--- src/rtl/dts_pkg.sv ---
package dts_pkg;

    typedef enum logic [1:0] {
        ST_OFF  = 2'b00,
        ST_RUN  = 2'b01,
        ST_HOLD = 2'b10
    } dts_state_e;

    typedef enum logic [1:0] {
        RSN_PKT  = 2'b00,
        RSN_OVF  = 2'b01,
        RSN_IDLE = 2'b10
    } dts_reason_e;

endpackage

--- src/rtl/dts_prescaler.sv ---
module dts_prescaler #(
    parameter int SEL_W    = 2,
    parameter int STEP_LOG = 2
) (
    input  logic             clk,
    input  logic             rst_n,
    input  logic             active,
    input  logic [SEL_W-1:0] sel,
    output logic             tick
);
    localparam int NSEL  = 1 << SEL_W;
    localparam int DIV_W = STEP_LOG * (NSEL - 1);

    logic [DIV_W-1:0] div_q;
    logic [DIV_W-1:0] lim_m1 [NSEL];

    // period-minus-one per select code: 4^code - 1
    for (genvar g = 0; g < NSEL; g++) begin : g_lim
        assign lim_m1[g] = DIV_W'((1 << (STEP_LOG * g)) - 1);
    end

    assign tick = active && (div_q >= lim_m1[sel]);

    always_ff @(posedge clk or negedge rst_n) begin
        if (!rst_n)               div_q <= '0;
        else if (!active || tick) div_q <= '0;
        else                      div_q <= div_q + 1'b1;
    end

    // after a tick the divider restarts, so only the 1-cycle period ticks back to back
    a_r2_tick_gap: assert property (@(posedge clk) disable iff (!rst_n)
        tick |=> (sel == '0 || !tick));

    // an inactive cycle leaves the divider at zero
    a_r2_div_idle: assert property (@(posedge clk) disable iff (!rst_n)
        !active |=> (div_q == '0));

endmodule

--- src/rtl/dts_counters.sv ---
module dts_counters #(
    parameter int CNT_W      = 21,
    parameter int IDLE_TICKS = 1024
) (
    input  logic             clk,
    input  logic             rst_n,
    input  logic             clr,
    input  logic             tick,
    input  logic             wrap_ok,
    input  logic             pkt,
    output logic [CNT_W-1:0] cnt,
    output logic             cnt_max,
    output logic             idle_hit
);
    localparam int IW = $clog2(IDLE_TICKS + 1);
    localparam logic [CNT_W-1:0] MAXV = '1;

    logic [IW-1:0] idle_q;

    assign cnt_max  = (cnt == MAXV);
    assign idle_hit = (idle_q == IW'(IDLE_TICKS));

    always_ff @(posedge clk or negedge rst_n) begin
        if (!rst_n)       cnt <= '0;
        else if (clr)     cnt <= '0;
        else if (tick) begin
            if (cnt_max)  cnt <= wrap_ok ? '0 : MAXV;
            else          cnt <= cnt + 1'b1;
        end
    end

    always_ff @(posedge clk or negedge rst_n) begin
        if (!rst_n)                  idle_q <= '0;
        else if (clr || pkt)         idle_q <= '0;
        else if (tick && !idle_hit)  idle_q <= idle_q + 1'b1;
    end

    // a clear leaves both measures at zero
    a_r9_clear: assert property (@(posedge clk) disable iff (!rst_n)
        clr |=> (cnt == '0 && idle_q == '0));

    // a tick at the maximum in the run state wraps to zero
    a_r5_wrap: assert property (@(posedge clk) disable iff (!rst_n)
        (tick && wrap_ok && !clr && cnt == MAXV) |=> (cnt == '0));

    // while a request is held the counter sticks at the maximum
    a_r8_saturate: assert property (@(posedge clk) disable iff (!rst_n)
        (tick && !wrap_ok && !clr && cnt == MAXV) |=> (cnt == MAXV));

endmodule

--- src/rtl/delta_ts_gen.sv ---
module delta_ts_gen #(
    parameter int CNT_W      = 21,
    parameter int IDLE_TICKS = 1024,
    parameter int SEL_W      = 2,
    parameter int STEP_LOG   = 2
) (
    input  logic             clk,
    input  logic             rst_n,
    input  logic             ts_en,
    input  logic [SEL_W-1:0] ps_sel,
    input  logic             pkt_wr,
    input  logic             ts_ready,
    output logic             ts_valid,
    output logic [CNT_W-1:0] ts_count,
    output logic [1:0]       ts_reason
);
    import dts_pkg::*;

    localparam logic [CNT_W-1:0] MAXV = '1;

    dts_state_e       state_q, state_d;
    dts_reason_e      rsn_q, rsn_d;
    logic [CNT_W-1:0] pay_q;
    logic             active, tick, clr, accept;
    logic [CNT_W-1:0] cnt;
    logic             cnt_max, idle_hit;
    logic             ovf_ev, pkt_ev, idle_ev, req_any;

    assign active  = ts_en && (state_q != ST_OFF);
    assign accept  = (state_q == ST_HOLD) && ts_ready;
    assign clr     = !ts_en || accept;
    assign ovf_ev  = (state_q == ST_RUN) && tick && cnt_max;
    assign pkt_ev  = (state_q == ST_RUN) && pkt_wr && (cnt != '0);
    assign idle_ev = (state_q == ST_RUN) && idle_hit;
    assign req_any = ovf_ev || pkt_ev || idle_ev;

    dts_prescaler #(.SEL_W(SEL_W), .STEP_LOG(STEP_LOG)) u_pre (
        .clk    (clk),
        .rst_n  (rst_n),
        .active (active),
        .sel    (ps_sel),
        .tick   (tick)
    );

    dts_counters #(.CNT_W(CNT_W), .IDLE_TICKS(IDLE_TICKS)) u_cnt (
        .clk      (clk),
        .rst_n    (rst_n),
        .clr      (clr),
        .tick     (tick),
        .wrap_ok  (state_q == ST_RUN),
        .pkt      (pkt_wr),
        .cnt      (cnt),
        .cnt_max  (cnt_max),
        .idle_hit (idle_hit)
    );

    // next state
    always_comb begin
        state_d = state_q;
        unique case (state_q)
            ST_OFF:  if (ts_en) state_d = ST_RUN;
            ST_RUN:  if (!ts_en) state_d = ST_OFF;
                     else if (req_any) state_d = ST_HOLD;
            ST_HOLD: if (!ts_en) state_d = ST_OFF;
                     else if (ts_ready) state_d = ST_RUN;
            default: state_d = ST_OFF;
        endcase
    end

    // reason priority: overflow, then packet, then idle
    always_comb begin
        if (ovf_ev)      rsn_d = RSN_OVF;
        else if (pkt_ev) rsn_d = RSN_PKT;
        else             rsn_d = RSN_IDLE;
    end

    always_ff @(posedge clk or negedge rst_n) begin
        if (!rst_n) state_q <= ST_OFF;
        else        state_q <= state_d;
    end

    always_ff @(posedge clk or negedge rst_n) begin
        if (!rst_n) begin
            pay_q <= '0;
            rsn_q <= RSN_PKT;
        end else if (ts_en && req_any) begin
            pay_q <= ovf_ev ? MAXV : cnt;
            rsn_q <= rsn_d;
        end
    end

    always_comb begin
        ts_valid  = (state_q == ST_HOLD);
        ts_count  = pay_q;
        ts_reason = rsn_q;
    end

    // an unaccepted request stays put
    a_r8_hold_stable: assert property (@(posedge clk) disable iff (!rst_n)
        (ts_valid && !ts_ready && ts_en) |=> (ts_valid && $stable(ts_count) && $stable(ts_reason)));

    // disabling withdraws the request
    a_r10_withdraw: assert property (@(posedge clk) disable iff (!rst_n)
        !ts_en |=> !ts_valid);

    // a packet at zero count raises nothing
    a_r4_zero_pkt: assert property (@(posedge clk) disable iff (!rst_n)
        (state_q == ST_RUN && ts_en && pkt_wr && cnt == '0 && !ovf_ev && !idle_ev) |=> !ts_valid);

    // packet request carries the count of the write edge
    a_r3_pkt_capture: assert property (@(posedge clk) disable iff (!rst_n)
        (ts_en && pkt_ev && !ovf_ev) |=> (ts_valid && ts_reason == 2'b00 && ts_count == $past(cnt)));

    // overflow wins and reports the maximum
    a_r7_ovf_first: assert property (@(posedge clk) disable iff (!rst_n)
        (ts_en && ovf_ev) |=> (ts_valid && ts_reason == 2'b01 && ts_count == MAXV));

endmodule

--- config.mk ---
export PLATFORM = sky130hd
export DESIGN_NAME = delta_ts_gen
export DESIGN_NICKNAME = d
export VERILOG_FILES = /design/src/rtl/dts_pkg.sv /design/src/rtl/dts_prescaler.sv /design/src/rtl/dts_counters.sv /design/src/rtl/delta_ts_gen.sv
export SDC_FILE = /design/constraint.sdc
export NUM_CORES = 1
export LEC_CHECK = 0
export ABC_AREA = 1
export ABC_CLOCK_PERIOD_IN_PS = 1630
export BUFFER_PORTS_ARGS = -buffer_cell sky130_fd_sc_hd__buf_2
export CORE_ASPECT_RATIO = 0.75
export CORE_UTILIZATION = 54
export CTS_CLUSTER_DIAMETER = 40
export DETAILED_ROUTE_END_ITERATION = 10
export GPL_TIMING_DRIVEN = 0
export PLACE_DENSITY = 0.81
export SLEW_MARGIN = 20
export SYNTH_ARGS = -nofsm -noshare
export SYNTH_HDL_FRONTEND = slang
export SYNTH_SLANG_ARGS = --single-unit
--- constraint.sdc ---
create_clock -name clk -period 1.63 [get_ports clk]
set_input_delay 0.326 -clock clk [delete_from_list [all_inputs] [get_ports clk]]
set_output_delay 0.326 -clock clk [all_outputs]
set_load 0.005 [all_outputs]
# Yosys cells after proc, flatten, opt, wreduce, memory -nomap -nowiden
# Index checks and enable logic that the tools add are counted.
dict set report totals {
  ff_bits 63
  out_inout_bits 24
  elab_cells 62
}
dict set report op_classes {
  n_addsub 3
  order_cmp 2
  n_eq_ne 7
  mux 19
  n_bitwise 1
  n_reduce_logical 24
}
# op n
set ops {}
lappend ops {{21-bit 2-to-1 mux} 5}
lappend ops {{11-bit 2-to-1 mux} 2}
lappend ops {{21-bit by 1-bit adder with 21-bit output (second input constant)} 1}
lappend ops {{21-bit equality test (second input constant)} 1}
lappend ops {{21-bit nonzero test} 1}
lappend ops {{6-bit 2-to-1 mux} 3}
lappend ops {{2-bit 2-to-1 mux} 7}
lappend ops {{6-bit binary-select mux with 2-bit select} 1}
lappend ops {{11-bit by 1-bit adder with 11-bit output (second input constant)} 1}
lappend ops {{11-bit equality test (second input constant)} 1}
lappend ops {{1-bit logical AND} 10}
lappend ops {{6-bit by 1-bit adder with 6-bit output (second input constant)} 1}
lappend ops {{6-bit >= comparator} 1}
lappend ops {{3-bit != test (second input constant)} 2}
lappend ops {{2-bit case mux with 3 select lines} 1}
lappend ops {{2-bit nonzero test} 3}
lappend ops {{1-bit logical OR} 5}
lappend ops {{3-bit >= comparator (second input constant)} 1}
lappend ops {{1-bit zero test} 3}
lappend ops {{2-bit inverter with 3-bit output} 1}
lappend ops {{3-bit AND reduction} 1}
lappend ops {{2-bit by 1-bit equality test with 1-bit output (second input constant)} 1}
lappend ops {{2-bit equality test (second input constant)} 1}
lappend ops {{2-bit zero test} 1}
lappend ops {{2-bit != test (second input constant)} 1}

# Depth between registers and ports, before layout
# Gate-level depths: netlist of the first run.
dict set report logic_depth {
  ltp_word 13
  mapped_depth 14
  ltp_nobuf 13
}

# Cells and area by module
# Synthesis of the first run repeated with hierarchy kept, for this count alone.
dict set report hier_totals {
  cells_unflattened 539
  hier_area_um2 3896.2
}
# mod instances cells_each area_per_inst_um2 seq_area_each_um2
set modules_own_cells {}
lappend modules_own_cells {dts_counters 1 315 2147.1 800.8}
lappend modules_own_cells {delta_ts_gen 1 168 1308.8 625.6}
lappend modules_own_cells {dts_prescaler 1 56 440.4 150.1}

# Least setup slack after synthesis of the first run
# Ideal clock, no wire load.
dict set report synth_timing {
  kind {input -> register}
  from {input ps_sel[1]}
  to {register u_cnt.idle_q[3]}
  setup_ns 0.119
  arrival_ns 1.725
  required_ns 1.511
  path_slack_ns -0.214
  cell_stages 11
  path_cell_list {nor2_1 inv_1 ha_1 o21ai_0 nand2_1 nand2_1 a21boi_2 nand2_1 nand2_2 inv_2 o21a_1}
}
dict set report synth_via {
  elab_chain_len 8
}
# item line
set synth_rtl {}
lappend synth_rtl {{from (decl)} delta_ts_gen.sv:10} ;# input logic [SEL_W-1:0] ps_sel,
lappend synth_rtl {{2-bit inverter with 3-bit output (implied by the code)} dts_prescaler.sv:22} ;# assign tick = active && (div_q >= lim_m1[sel]);
lappend synth_rtl {{6-bit binary-select mux with 2-bit select} dts_prescaler.sv:22}
lappend synth_rtl {{6-bit 2-to-1 mux (implied by the code) (2 in a row)} dts_prescaler.sv:22}
lappend synth_rtl {{6-bit >= comparator} dts_prescaler.sv:22}
lappend synth_rtl {{1-bit logical AND} dts_prescaler.sv:22}
lappend synth_rtl {{1-bit logical AND} dts_counters.sv:35} ;# else if (tick && !idle_hit) idle_q <= idle_q + 1'b1;
lappend synth_rtl {{2-bit nonzero test (no line)} -}
lappend synth_rtl {{to (signal assigned)} dts_counters.sv:35}
lappend synth_rtl {{to (decl)} dts_counters.sv:18} ;# logic [IW-1:0] idle_q;
# Every way passes these cells. The select of a mux whose other input is x is not followed.
# A chain may end at the register's enable or synchronous reset.

# Worst setup path after layout of the first run
dict set report layout_timing {
  from {register state_q[0]}
  to {register pay_q[12], in the netlist ts_count[12]}
}
dict set report layout_via {
  elab_chain_len 8
  word_cells_on_any_way 13
  classes_between {1 x eq/ne; 1 x mux; 11 x reduce/logical}
}
# item line
set layout_rtl {}
lappend layout_rtl {{from (decl)} delta_ts_gen.sv:21} ;# dts_state_e state_q, state_d;
lappend layout_rtl {{from (signal assigned)} delta_ts_gen.sv:79} ;# else state_q <= state_d;
lappend layout_rtl {{2-bit nonzero test} delta_ts_gen.sv:29} ;# assign active = ts_en && (state_q != ST_OFF);
lappend layout_rtl {{1-bit logical AND} delta_ts_gen.sv:29}
lappend layout_rtl {{1-bit logical AND} dts_prescaler.sv:22}
lappend layout_rtl {{1-bit logical AND (2 in a row)} delta_ts_gen.sv:32} ;# assign ovf_ev = (state_q == ST_RUN) && tick && cnt_max;
lappend layout_rtl {{1-bit logical OR (2 in a row)} delta_ts_gen.sv:35} ;# assign req_any = ovf_ev || pkt_ev || idle_ev;
lappend layout_rtl {{1-bit logical AND} delta_ts_gen.sv:86} ;# end else if (ts_en && req_any) begin
lappend layout_rtl {{to (signal assigned)} delta_ts_gen.sv:87} ;# pay_q <= ovf_ev ? MAXV : cnt;
lappend layout_rtl {{to (decl)} delta_ts_gen.sv:23} ;# logic [CNT_W-1:0] pay_q;
# Parallel ways exist; a longest one is shown, timed or not.

==> results of run 1 <==
[final timing paths]
kind / to / cells after the start / slack [ns] / from
max: ts_count[12] / 10 / -0.35 / state_q[0]
min reg2reg: ts_count[0] / 2 / 0.46 / ts_count[0]
min: u_cnt.idle_q[1] / 1 / 0.05 / rst_n
min in group clk: ts_count[0] / 3 / 0.32 / ts_en
max reg2reg: ts_count[12] / 10 / -0.35 / state_q[0]
max in group asynchronous: u_cnt.cnt[4] / 1 / 1.01 / rst_n
[synth_stat cells (3+ instances only)]
library cell	n
nor2_2	5
buf_4	3
nand2_2	4
nor3_1	11
xor2_1	18
nor2_1	44
inv_2	3
nand2_1	140
o21ai_1	5
nand4_1	12
inv_1	50
dfrtp_1	63
o21ai_0	37
nand3_1	43
a21oi_1	4
clkbuf_1	5
ha_1	11
[layout by cell type, fill, tap and decap left out, types with 13 or more instances in the layout]
cell type / count
xor2_1: 18
o21ai_2: 13
nand3_1: 36
inv_1: 44
buf_2: 28
nand2_1: 117
o21ai_1: 24
nand2_2: 20
nor2_1: 35
dfrtp_1: 59
buf_4: 41
[routing by layer]
layer,routed length (um),track usage,up-vias
li1,-,-,1728
met1,4650,0.440,1821
met2,5340,0.493,326
met3,1400,0.0865,87
met4,625,0.144,0
met5,0,0,-
[what timing repair did]
| action | 4_1_cts | 5_1_grt |
|---|---|---|
| gates cloned | 3 | 0 |
| endpoints found under the setup margin | 58 | 59 |
| pin swaps | 20 | 12 |
| hold buffers | 0 | 0 |
| buffers inserted | 28 | 20 |
| resized for setup | 91 | 56 |
[through the flow]
| stage | cell area [um2] | hold slack (ns) | utilization |
|---|---|---|---|
| 2_1_floorplan | 3650 | 0.0304 | - |
| 3_3_place_gp | 3890 | 0.446 | 0.610 |
| 3_5_place_dp | 3900 | 0.451 | 0.611 |
| 4_1_cts | 4660 | 0.0854 | 0.730 |
| 5_1_grt | 4990 | 0.116 | 0.783 |
| 6_report | 4990 | 0.0453 | 0.783 |
[sequential cells by signal (all words and copies together) (netlist names)]
signal / cells
ts_reason: 2
state_q: 2
u_cnt.idle_q: 11
u_cnt.cnt: 21
u_pre.div_q: 6
ts_count: 21
[logic make-up after synthesis]
| logic type | share of synthesized area |
|---|---|
| AO/OA/AOI/OAI | 0.0802 |
| XOR/XNOR | 0.0462 |
| adder cells (fa/ha/maj) | 0.0382 |
| buffers and inverters | 0.0743 |
| flip-flops | 0.437 |
| AND/OR/NAND/NOR | 0.324 |
[layout make-up]
| type | instances | area (um2) |
|---|---|---|
| sequential | 63 | 1580 |
| buffer | 11 | 123 |
| timing repair buffer | 80 | 597 |
| fill | 389 | 1390 |
| clock inverter | 7 | 120 |
| tap | 81 | 101 |
| inverter | 53 | 215 |
| multi-input combinational | 350 | 2130 |
| clock buffer | 9 | 124 |
[worst max-delay path: cells and delay by family (launching register included)]
kind          cells  cell delay (ns)
buf+inv           4             0.59
simple gates      6             0.91
flops             1             0.39
[power groups by stage]
stage | sequential (mW) | clock, mW | combinational, mW
final | 1.62 | 1.71 | 0.322
after CTS | 1.62 | 1.71 | 0.248
after global placement | 1.65 | 0 | 0.202
after detailed placement | 1.65 | 0 | 0.212
after global routing | 1.62 | 1.78 | 0.347
after floorplan | 1.65 | 0 | 0.114
==> impl_results.md, run 1 <==
- Setup ws final: -0.354 ns
- Post-layout nets: 586
- Skew-Pair Late Insertion Delay: 0.36 ns
- Register share of total power: 0.443
- Outcome: finished with violations
- Tmin final: 1.98 ns
- Slew Limit Fails: 0
- Number of buffers created by CTS: 9
- Cell Area, Synth: 0.00360 mm2
- Vias: 3962
- Pre-CTS setup slack: -0.682 ns
- DRT Pass-1 Iters: 6
- CP endpoint kind: flip-flop
- Clock sinks: 63
- Crit path launch type: flip-flop
- Mean post-synth cell area: 7.56 um2
- Net Sw Frac: 0.252
- Synth area leaders: dfrtp_1 (44%), nand2_1 (15%), nand3_1 (6.0%)
- Slowest-stage cell, CP: dfrtp_1
- Max-slew headroom at the worst pin: 0.469
- Hpwl dp: 6310 um
- Root cell of the clock tree: clkbuf_8
- RSZ-0062 raised after global routing: yes
- Pint: 2.73 mW
- Hold Crit Class: primary input to asynchronous set/reset pin
- Die H: 72.8 um
- CP dominant cell by count: inv_1
- Syn_nets: 495
- Register area share after synthesis: 0.437
- Leakage: 2.50 nW
- Psw: 0.921 mW
- Total I/O pin count: 31
- IO buf count: 29
- Maximum clock frequency: 504 MHz
- Routed WL: 12000 um
- GPL Wtd Cong: 0.905
- Synthesis warning total: 0
- Clock buffer depth: 2
- Gr usage total: 0.326
- Arrival @ worst endpoint: 2.27 ns
- Combinational share of power: 0.088
- Flops & latches, synth: 63
- Layout cells sized above 1: 0.340
- Clock transition at path regs: 0.07 ns
- Routed Antenna Nets: 0
- Final Hold Vio Count: 0
- Post-Layout Cell Count: 654
- Largest area contributor in the netlist: dfrtp_1
- Gr ovfl total: 0
- DR WL/cell: 18.4 um
- DRC Markers: 0
- Synth unique cells: 33
- CP Class: flip-flop to flip-flop
- CTS H-tree depth: 3
- Initial Util: 0.565
- Worst slew pin tran: 0.796 ns
- Die Wd: 96.3 um
- TNS Setup: -14.89 ns
- Total power: 3.65 mW
- Largest net degree at the start of global routing: 64
- Floorplan row count: 25
- Core ar.: 0.00638 mm2
- Cells along the critical path: inv_1 > nor2_2 > inv_1 > nor2_1 > nand2_2 > nand3_4 > buf_6 > buf_8 > nand3_1 > nand2_1
- Vias in the first global route: 3532
- Die Area: 0.00701 mm2
- Crit share post-route: 1.22
- Failing checks: setup timing
- FFs w/ async S/R, synth: 1.00
- CP required: 1.92 ns
- Clock power share: 0.468
- Main synth FF type: dfrtp_1
- DR iter-0 viols: 587
- Via density: 6.06
- VDD IR max: 560 uV
- Synth top area share: 0.437
- First-pass GRT wire length: 16900 um
- CP Max Fanout: 10
- Post-Place Cells: 587
- Max stage delay on crit path: 0.39 ns
- Initial antenna violation count: 0
- Number of synthesized flops with an enable pin: 0
- Total of max-cap violations: 0
- CTS tree: done
- Clock skew: 0.0116 ns
- Cell count after synthesis: 477
- Final setup vio count: 57
- Syn-to-layout area delta: 38.5%
- PD cells: 731 mW/mm2
- ANT cells: 0
(Power assumes the default switching activity.)
==> inputs of run 2 (changes only) <==
- ABC_CLOCK_PERIOD_IN_PS: 1630 -> 1700
- BUFFER_PORTS_ARGS: -buffer_cell sky130_fd_sc_hd__buf_2 -> -buffer_cell sky130_fd_sc_hd__buf_4
- clock period: 1.63 -> 1.7 ns (I/O delays scaled with it)
==> impl_results.md, run 2 (synthesis results as in run 1) <==
- Outcome: finished with violations
- Failing checks: setup timing
- Final setup vio count: 57 (unchanged)
- Max-slew headroom at the worst pin: 0.473 (+0.00359)
- Root cell of the clock tree: clkbuf_8
- Via density: 5.71 (-5.7%)
- DR iter-0 viols: 339 (-42%)
- Setup ws final: -0.218 ns (+0.136 ns)
- Slew Limit Fails: 0 (unchanged)
- Clock buffer depth: 2 (unchanged)
- PD cells: 641 mW/mm2 (-12%)
- CP Max Fanout: 10 (unchanged)
- IO buf count: 29 (unchanged)
- Arrival @ worst endpoint: 2.20 ns (-0.07 ns)
- CTS tree: done
- Crit path launch type: flip-flop
- Post-layout nets: 573 (-2.2%)
- CP required: 1.98 ns (+0.06 ns)
- Gr ovfl total: 0 (unchanged)
- Total I/O pin count: 31 (unchanged)
- Most frequent cells in the layout: nand2_1 (113), buf_4 (58), dfrtp_1 (58)
- Tmin final: 1.92 ns (-0.0660 ns)
- Reg area: 0.00158 mm2 (about the same)
- RSZ-0062 raised after global routing: yes
- Worst slew pin tran: 0.791 ns (-0.00539 ns)
- Gr usage total: 0.304 (-0.0215)
- Total power: 3.13 mW (-14%)
- Number of buffers created by CTS: 9 (unchanged)
- Routed WL: 10400 um (-13%)
- Clock power share: 0.408 (-0.060)
- Final instance area: 0.00489 mm2 (-2.2%)
- Die Area: 0.00701 mm2 (unchanged)
- Vias: 3663 (-7.5%)
- Skew-Pair Late Insertion Delay: 0.35 ns (about the same)
- Clock skew: 0.00827 ns (-0.00332 ns)
- DR WL/cell: 16.3 um (-12%)
- Maximum clock frequency: 521 MHz (+3.4%)
- Hpwl dp: 6300 um (-0.24%)
- Placed Area: 0.00395 mm2 (+1.3%)
- Register share of total power: 0.496 (+0.053)
- Hold Crit Class: primary input to asynchronous set/reset pin
- Crit share post-route: 1.13 (-0.0889)
- Die H: 72.8 um (unchanged)
- CTS H-tree depth: 3 (unchanged)
- First-pass GRT wire length: 15900 um (-6.2%)
- Psw: 0.812 mW (-12%)
- DRT Pass-1 Iters: 7 (+1)
- Leakage: 2.39 nW (-4.4%)
- GPL Wtd Cong: 0.960 (+6.0%)
- ANT cells: 0 (unchanged)
- Initial antenna violation count: 0 (unchanged)
- Combinational share of power: 0.096 (+0.008)
- Routed Antenna Nets: 0 (unchanged)
- Die Wd: 96.3 um (unchanged)
- Clock sinks: 63 (unchanged)
- Syn-to-layout area delta: 35.5%
- Vias in the first global route: 3308 (-6.3%)
- Core ar.: 0.00638 mm2 (unchanged)
- # fillers: 423 (+8.7%)
- Net Sw Frac: 0.259 (+0.00686)
- Number of hold buffers added after CTS: 0 (unchanged)
- DRC Markers: 0 (unchanged)
- Clock transition at path regs: 0.07 ns (about the same)
- Layout cells sized above 1: 0.321 (-0.0189)
- Multi-input logic area: 0.00212 mm2 (-0.65%)
- Most common cell after layout, fill and taps aside: nand2_1
- VDD IR max: 494 uV (-12%)
- Largest net degree at the start of global routing: 64 (unchanged)
- CP endpoint kind: flip-flop
- Final Hold Vio Count: 0 (unchanged)
- CP Class: flip-flop to flip-flop
- Floorplan row count: 25 (unchanged)
- Total of max-cap violations: 0 (unchanged)
- Pint: 2.32 mW (-15%)
- Initial Util: 0.565 (unchanged)
run 2: cell count changes in the layout (fill, tap and decap cells not counted), sizes merged:
cell    delta
buf       -12
inv        -1
bufinv     -2
clkinv     +2
run 2: timing repair:
item                       CTS  global route
buffers inserted            25            12
setup endpoints to repair   57            59
cloned                       2             0
resized for setup          105            49
pin swaps                   20            24
run 2: metrics by stage:
step	setup TNS, ns	std cells	hold WS, ns	setup slack, ns	util
after global placement	-22.42	587	0.455	-0.546	0.619
after CTS	-6.85	630	0.105	-0.175	0.728
after detailed placement	-24.86	587	0.461	-0.577	0.619
after floorplan	-2.55	477	0.0444	-0.0922	-
after global routing	-13.31	641	0.135	-0.294	0.766
final	-8.94	641	0.0603	-0.218	0.766
run 2: worst max-delay path: stages, from the launching register on:
cell and delay (ns):
dfrtp_1 0.43, inv_2 0.10, ha_4 0.12, nand4_1 0.12
nor3_2 0.28, nand4_1 0.20, nand3_4 0.16, buf_6 0.13
buf_8 0.13, nand3_1 0.08, nand2_1 0.09
run 2: layer usage:
layer	share of wire	vias up	wire, um	GRT usage
met5	0	-	0	0
met2	0.46	182	4820	0.463
met1	0.44	1742	4540	0.423
met4	0.024	0	248	0.113
li1	-	1703	-	-
met3	0.078	36	815	0.0729
run 2: power groups by stage:
stage	Combinational (mW)	Sequential [mW]	Clock [mW]
after floorplan	0.107	1.58	0
after global placement	0.204	1.58	0
after detailed placement	0.212	1.58	0
after CTS	0.256	1.55	1.29
after global routing	0.334	1.56	1.36
final	0.301	1.55	1.28
run 2: layout make-up:
class / count / share of cell area
multi-input combinational: 350 / 0.434
sequential: 63 / 0.324
timing repair buffer: 67 / 0.114
inverter: 53 / 0.0440
clock buffer: 10 / 0.0261
buffer: 11 / 0.0251
tap: 81 / 0.0207
clock inverter: 6 / 0.0125
run 2: final timing paths:
| check | from | slack [ns] | to | cells after the start |
|---|---|---|---|---|
| setup / recovery | u_cnt.idle_q[0] | -0.22 | ts_count[16] | 10 |
| hold / removal | rst_n | 0.06 | u_cnt.idle_q[0] | 1 |
| setup reg to reg | u_cnt.idle_q[0] | -0.22 | ts_count[16] | 10 |
| hold reg to reg | ts_count[5] | 0.47 | ts_count[5] | 2 |
| max in group asynchronous | rst_n | 1.06 | u_cnt.cnt[5] | 1 |
| min in group clk | ts_ready | 0.29 | state_q[1] | 4 |
==> inputs of run 3 (changes only) <==
- SKIP_LAST_GASP: unset -> 1
==> impl_results.md, run 3 (synthesis results as in run 1) <==
- Outcome: finished with violations
- Failing checks: setup timing
- CP required: 1.98 ns (about the same)
- Hpwl dp: 6300 um (unchanged)
- Post-Place Cells: 587 (unchanged)
- Arrival @ worst endpoint: 2.24 ns (+0.04 ns)
- Max stage delay on crit path: 0.43 ns (about the same)
- Syn-to-layout area delta: 36.3%
- Clock buffer depth: 2 (unchanged)
- Crit path launch type: flip-flop
- Slowest-stage cell, CP: dfrtp_1
- Initial antenna violation count: 0 (unchanged)
- Maximum clock frequency: 511 MHz (-1.9%)
- Register share of total power: 0.496 (about the same)
- Combinational share of power: 0.097 (about the same)
- Crit share post-route: 1.15 (+0.0224)
- Total of max-cap violations: 0 (unchanged)
- CP Class: flip-flop to flip-flop
- Routed WL: 10500 um (+0.35%)
- Net Sw Frac: 0.258 (-0.000966)
- TNS Setup: -10.48 ns (-1.53 ns)
- Routed Antenna Nets: 0 (unchanged)
- RSZ-0062 raised after global routing: yes
- Number of buffers created by CTS: 9 (unchanged)
- Die Wd: 96.3 um (unchanged)
- Setup ws final: -0.256 ns (-0.0380 ns)
- Most common cell after layout, fill and taps aside: nand2_1
- ANT cells: 0 (unchanged)
- Psw: 0.808 mW (-0.47%)
- Pint: 2.32 mW (about the same)
- Most frequent cells in the layout: nand2_1 (115), buf_4 (59), dfrtp_1 (58)
- CTS tree: done
- Initial Util: 0.565 (unchanged)
- CTS H-tree depth: 3 (unchanged)
- DRT Pass-1 Iters: 6 (-1)
- CP endpoint kind: flip-flop
- Floorplan row count: 25 (unchanged)
- Largest net degree at the start of global routing: 64 (unchanged)
- Gr usage total: 0.303 (-0.00112)
- DR iter-0 viols: 432 (+27%)
- DRC Markers: 0 (unchanged)
- Post-Layout Cell Count: 642 (+0.16%)
- Vias: 3714 (+1.4%)
- Max-slew headroom at the worst pin: 0.471 (-0.00201)
- Clock transition at path regs: 0.07 ns (about the same)
- Final Hold Vio Count: 0 (unchanged)
- Post-layout nets: 574 (+0.17%)
- Vias in the first global route: 3290 (-0.54%)
- Slew Limit Fails: 0 (unchanged)
- VDD IR max: 494 uV (about the same)
- Worst slew pin tran: 0.794 ns (+0.00302 ns)
- CP Max Fanout: 10 (unchanged)
- Die H: 72.8 um (unchanged)
- Layout cells sized above 1: 0.333 (+0.0119)
- Clock power share: 0.407 (about the same)
- Via density: 5.79 (+1.2%)
- Cells along the critical path: inv_2 > ha_4 > nand4_1 > nor3_2 > nand4_1 > nand3_4 > buf_6 > buf_8 > nand3_1 > nand2_1
- Tmin final: 1.96 ns (+0.0380 ns)
- Skew-Pair Late Insertion Delay: 0.35 ns (about the same)
- Hold Crit Class: primary input to asynchronous set/reset pin
- Root cell of the clock tree: clkbuf_8
- Clock sinks: 63 (unchanged)
- Core ar.: 0.00638 mm2 (unchanged)
- Number of hold buffers added after CTS: 0 (unchanged)
- Clock skew: 0.00754 ns (-0.000727 ns)
- GPL Wtd Cong: 0.960 (unchanged)
- Leakage: 2.40 nW (+0.56%)
- Final setup vio count: 57 (unchanged)
- CP dominant cell by count: nand4_1
- Die Area: 0.00701 mm2 (unchanged)
- DR WL/cell: 16.3 um (+0.20%)
- Gr ovfl total: 0 (unchanged)
- PD cells: 637 mW/mm2 (-0.69%)
- Total I/O pin count: 31 (unchanged)
- Total power: 3.13 mW (-0.10%)
- IO buf count: 29 (unchanged)
- First-pass GRT wire length: 15800 um (-0.52%)
- Fin Hold WS: 0.0653 ns (+0.00499 ns)
==> run 3: final cells by class <==
cell class	count	area (um2)
fill	425	1470
inverter	53	215
tap	81	101
multi-input combinational	350	2140
clock buffer	10	128
sequential	63	1580
timing repair buffer	68	564
clock inverter	6	61.3
buffer	11	121
==> run 3: layer usage <==
metal / global-route usage / routed length, um / up-vias / share of wire
met5: 0 / 0 / - / 0
met4: 0.108 / 318 / 0 / 0.030
met3: 0.0781 / 901 / 45 / 0.086
met2: 0.465 / 4780 / 209 / 0.46
met1: 0.417 / 4460 / 1754 / 0.43
li1: - / - / 1706 / -
==> run 3: path summary, 6_finish.rpt <==
| path | from | to | slack [ns] | depth (start not counted) |
|---|---|---|---|---|
| max | u_cnt.idle_q[0] | ts_count[19] | -0.26 | 10 |
| min | rst_n | u_cnt.idle_q[0] | 0.07 | 1 |
| max reg2reg | u_cnt.idle_q[0] | ts_count[19] | -0.26 | 10 |
| min reg2reg | ts_count[5] | ts_count[5] | 0.47 | 2 |
| max in group asynchronous | rst_n | u_cnt.cnt[7] | 1.05 | 1 |
| min in group clk | ts_ready | state_q[1] | 0.28 | 4 |
==> run 3: worst max-delay path: cells and delay by family, from the launching register on <==
kind                     cells  cell delay (ns)
buffers and inverters        3             0.36
flip-flops                   1             0.43
AND/OR/NAND/NOR              6             0.97
adder cells (fa/ha/maj)      1             0.12
==> run 3: through the flow <==
stage	area [um2]	setup slack [ns]	utilization
finish	4910	-0.256	0.770
global route	4910	-0.302	0.770
CTS	4640	-0.175	0.727
detailed placement	3950	-0.577	0.619
global placement	3950	-0.546	0.619
floorplan	3630	-0.0922	-
==> run 3: timing repair <==
action,4_1_cts,5_1_grt
buffers inserted,25,13
pin swaps,18,28
endpoints found under the setup margin,57,59
resized for setup,98,60
gates cloned,2,0
==> run 3: power by group through the flow <==
| stage | clock [mW] | sequential [mW] | combinational [mW] |
|---|---|---|---|
| 2_1_floorplan | 0 | 1.58 | 0.107 |
| 3_3_place_gp | 0 | 1.58 | 0.204 |
| 5_1_grt | 1.35 | 1.56 | 0.334 |
| 4_1_cts | 1.29 | 1.55 | 0.254 |
| 6_report | 1.27 | 1.55 | 0.303 |
| 3_5_place_dp | 0 | 1.58 | 0.212 |
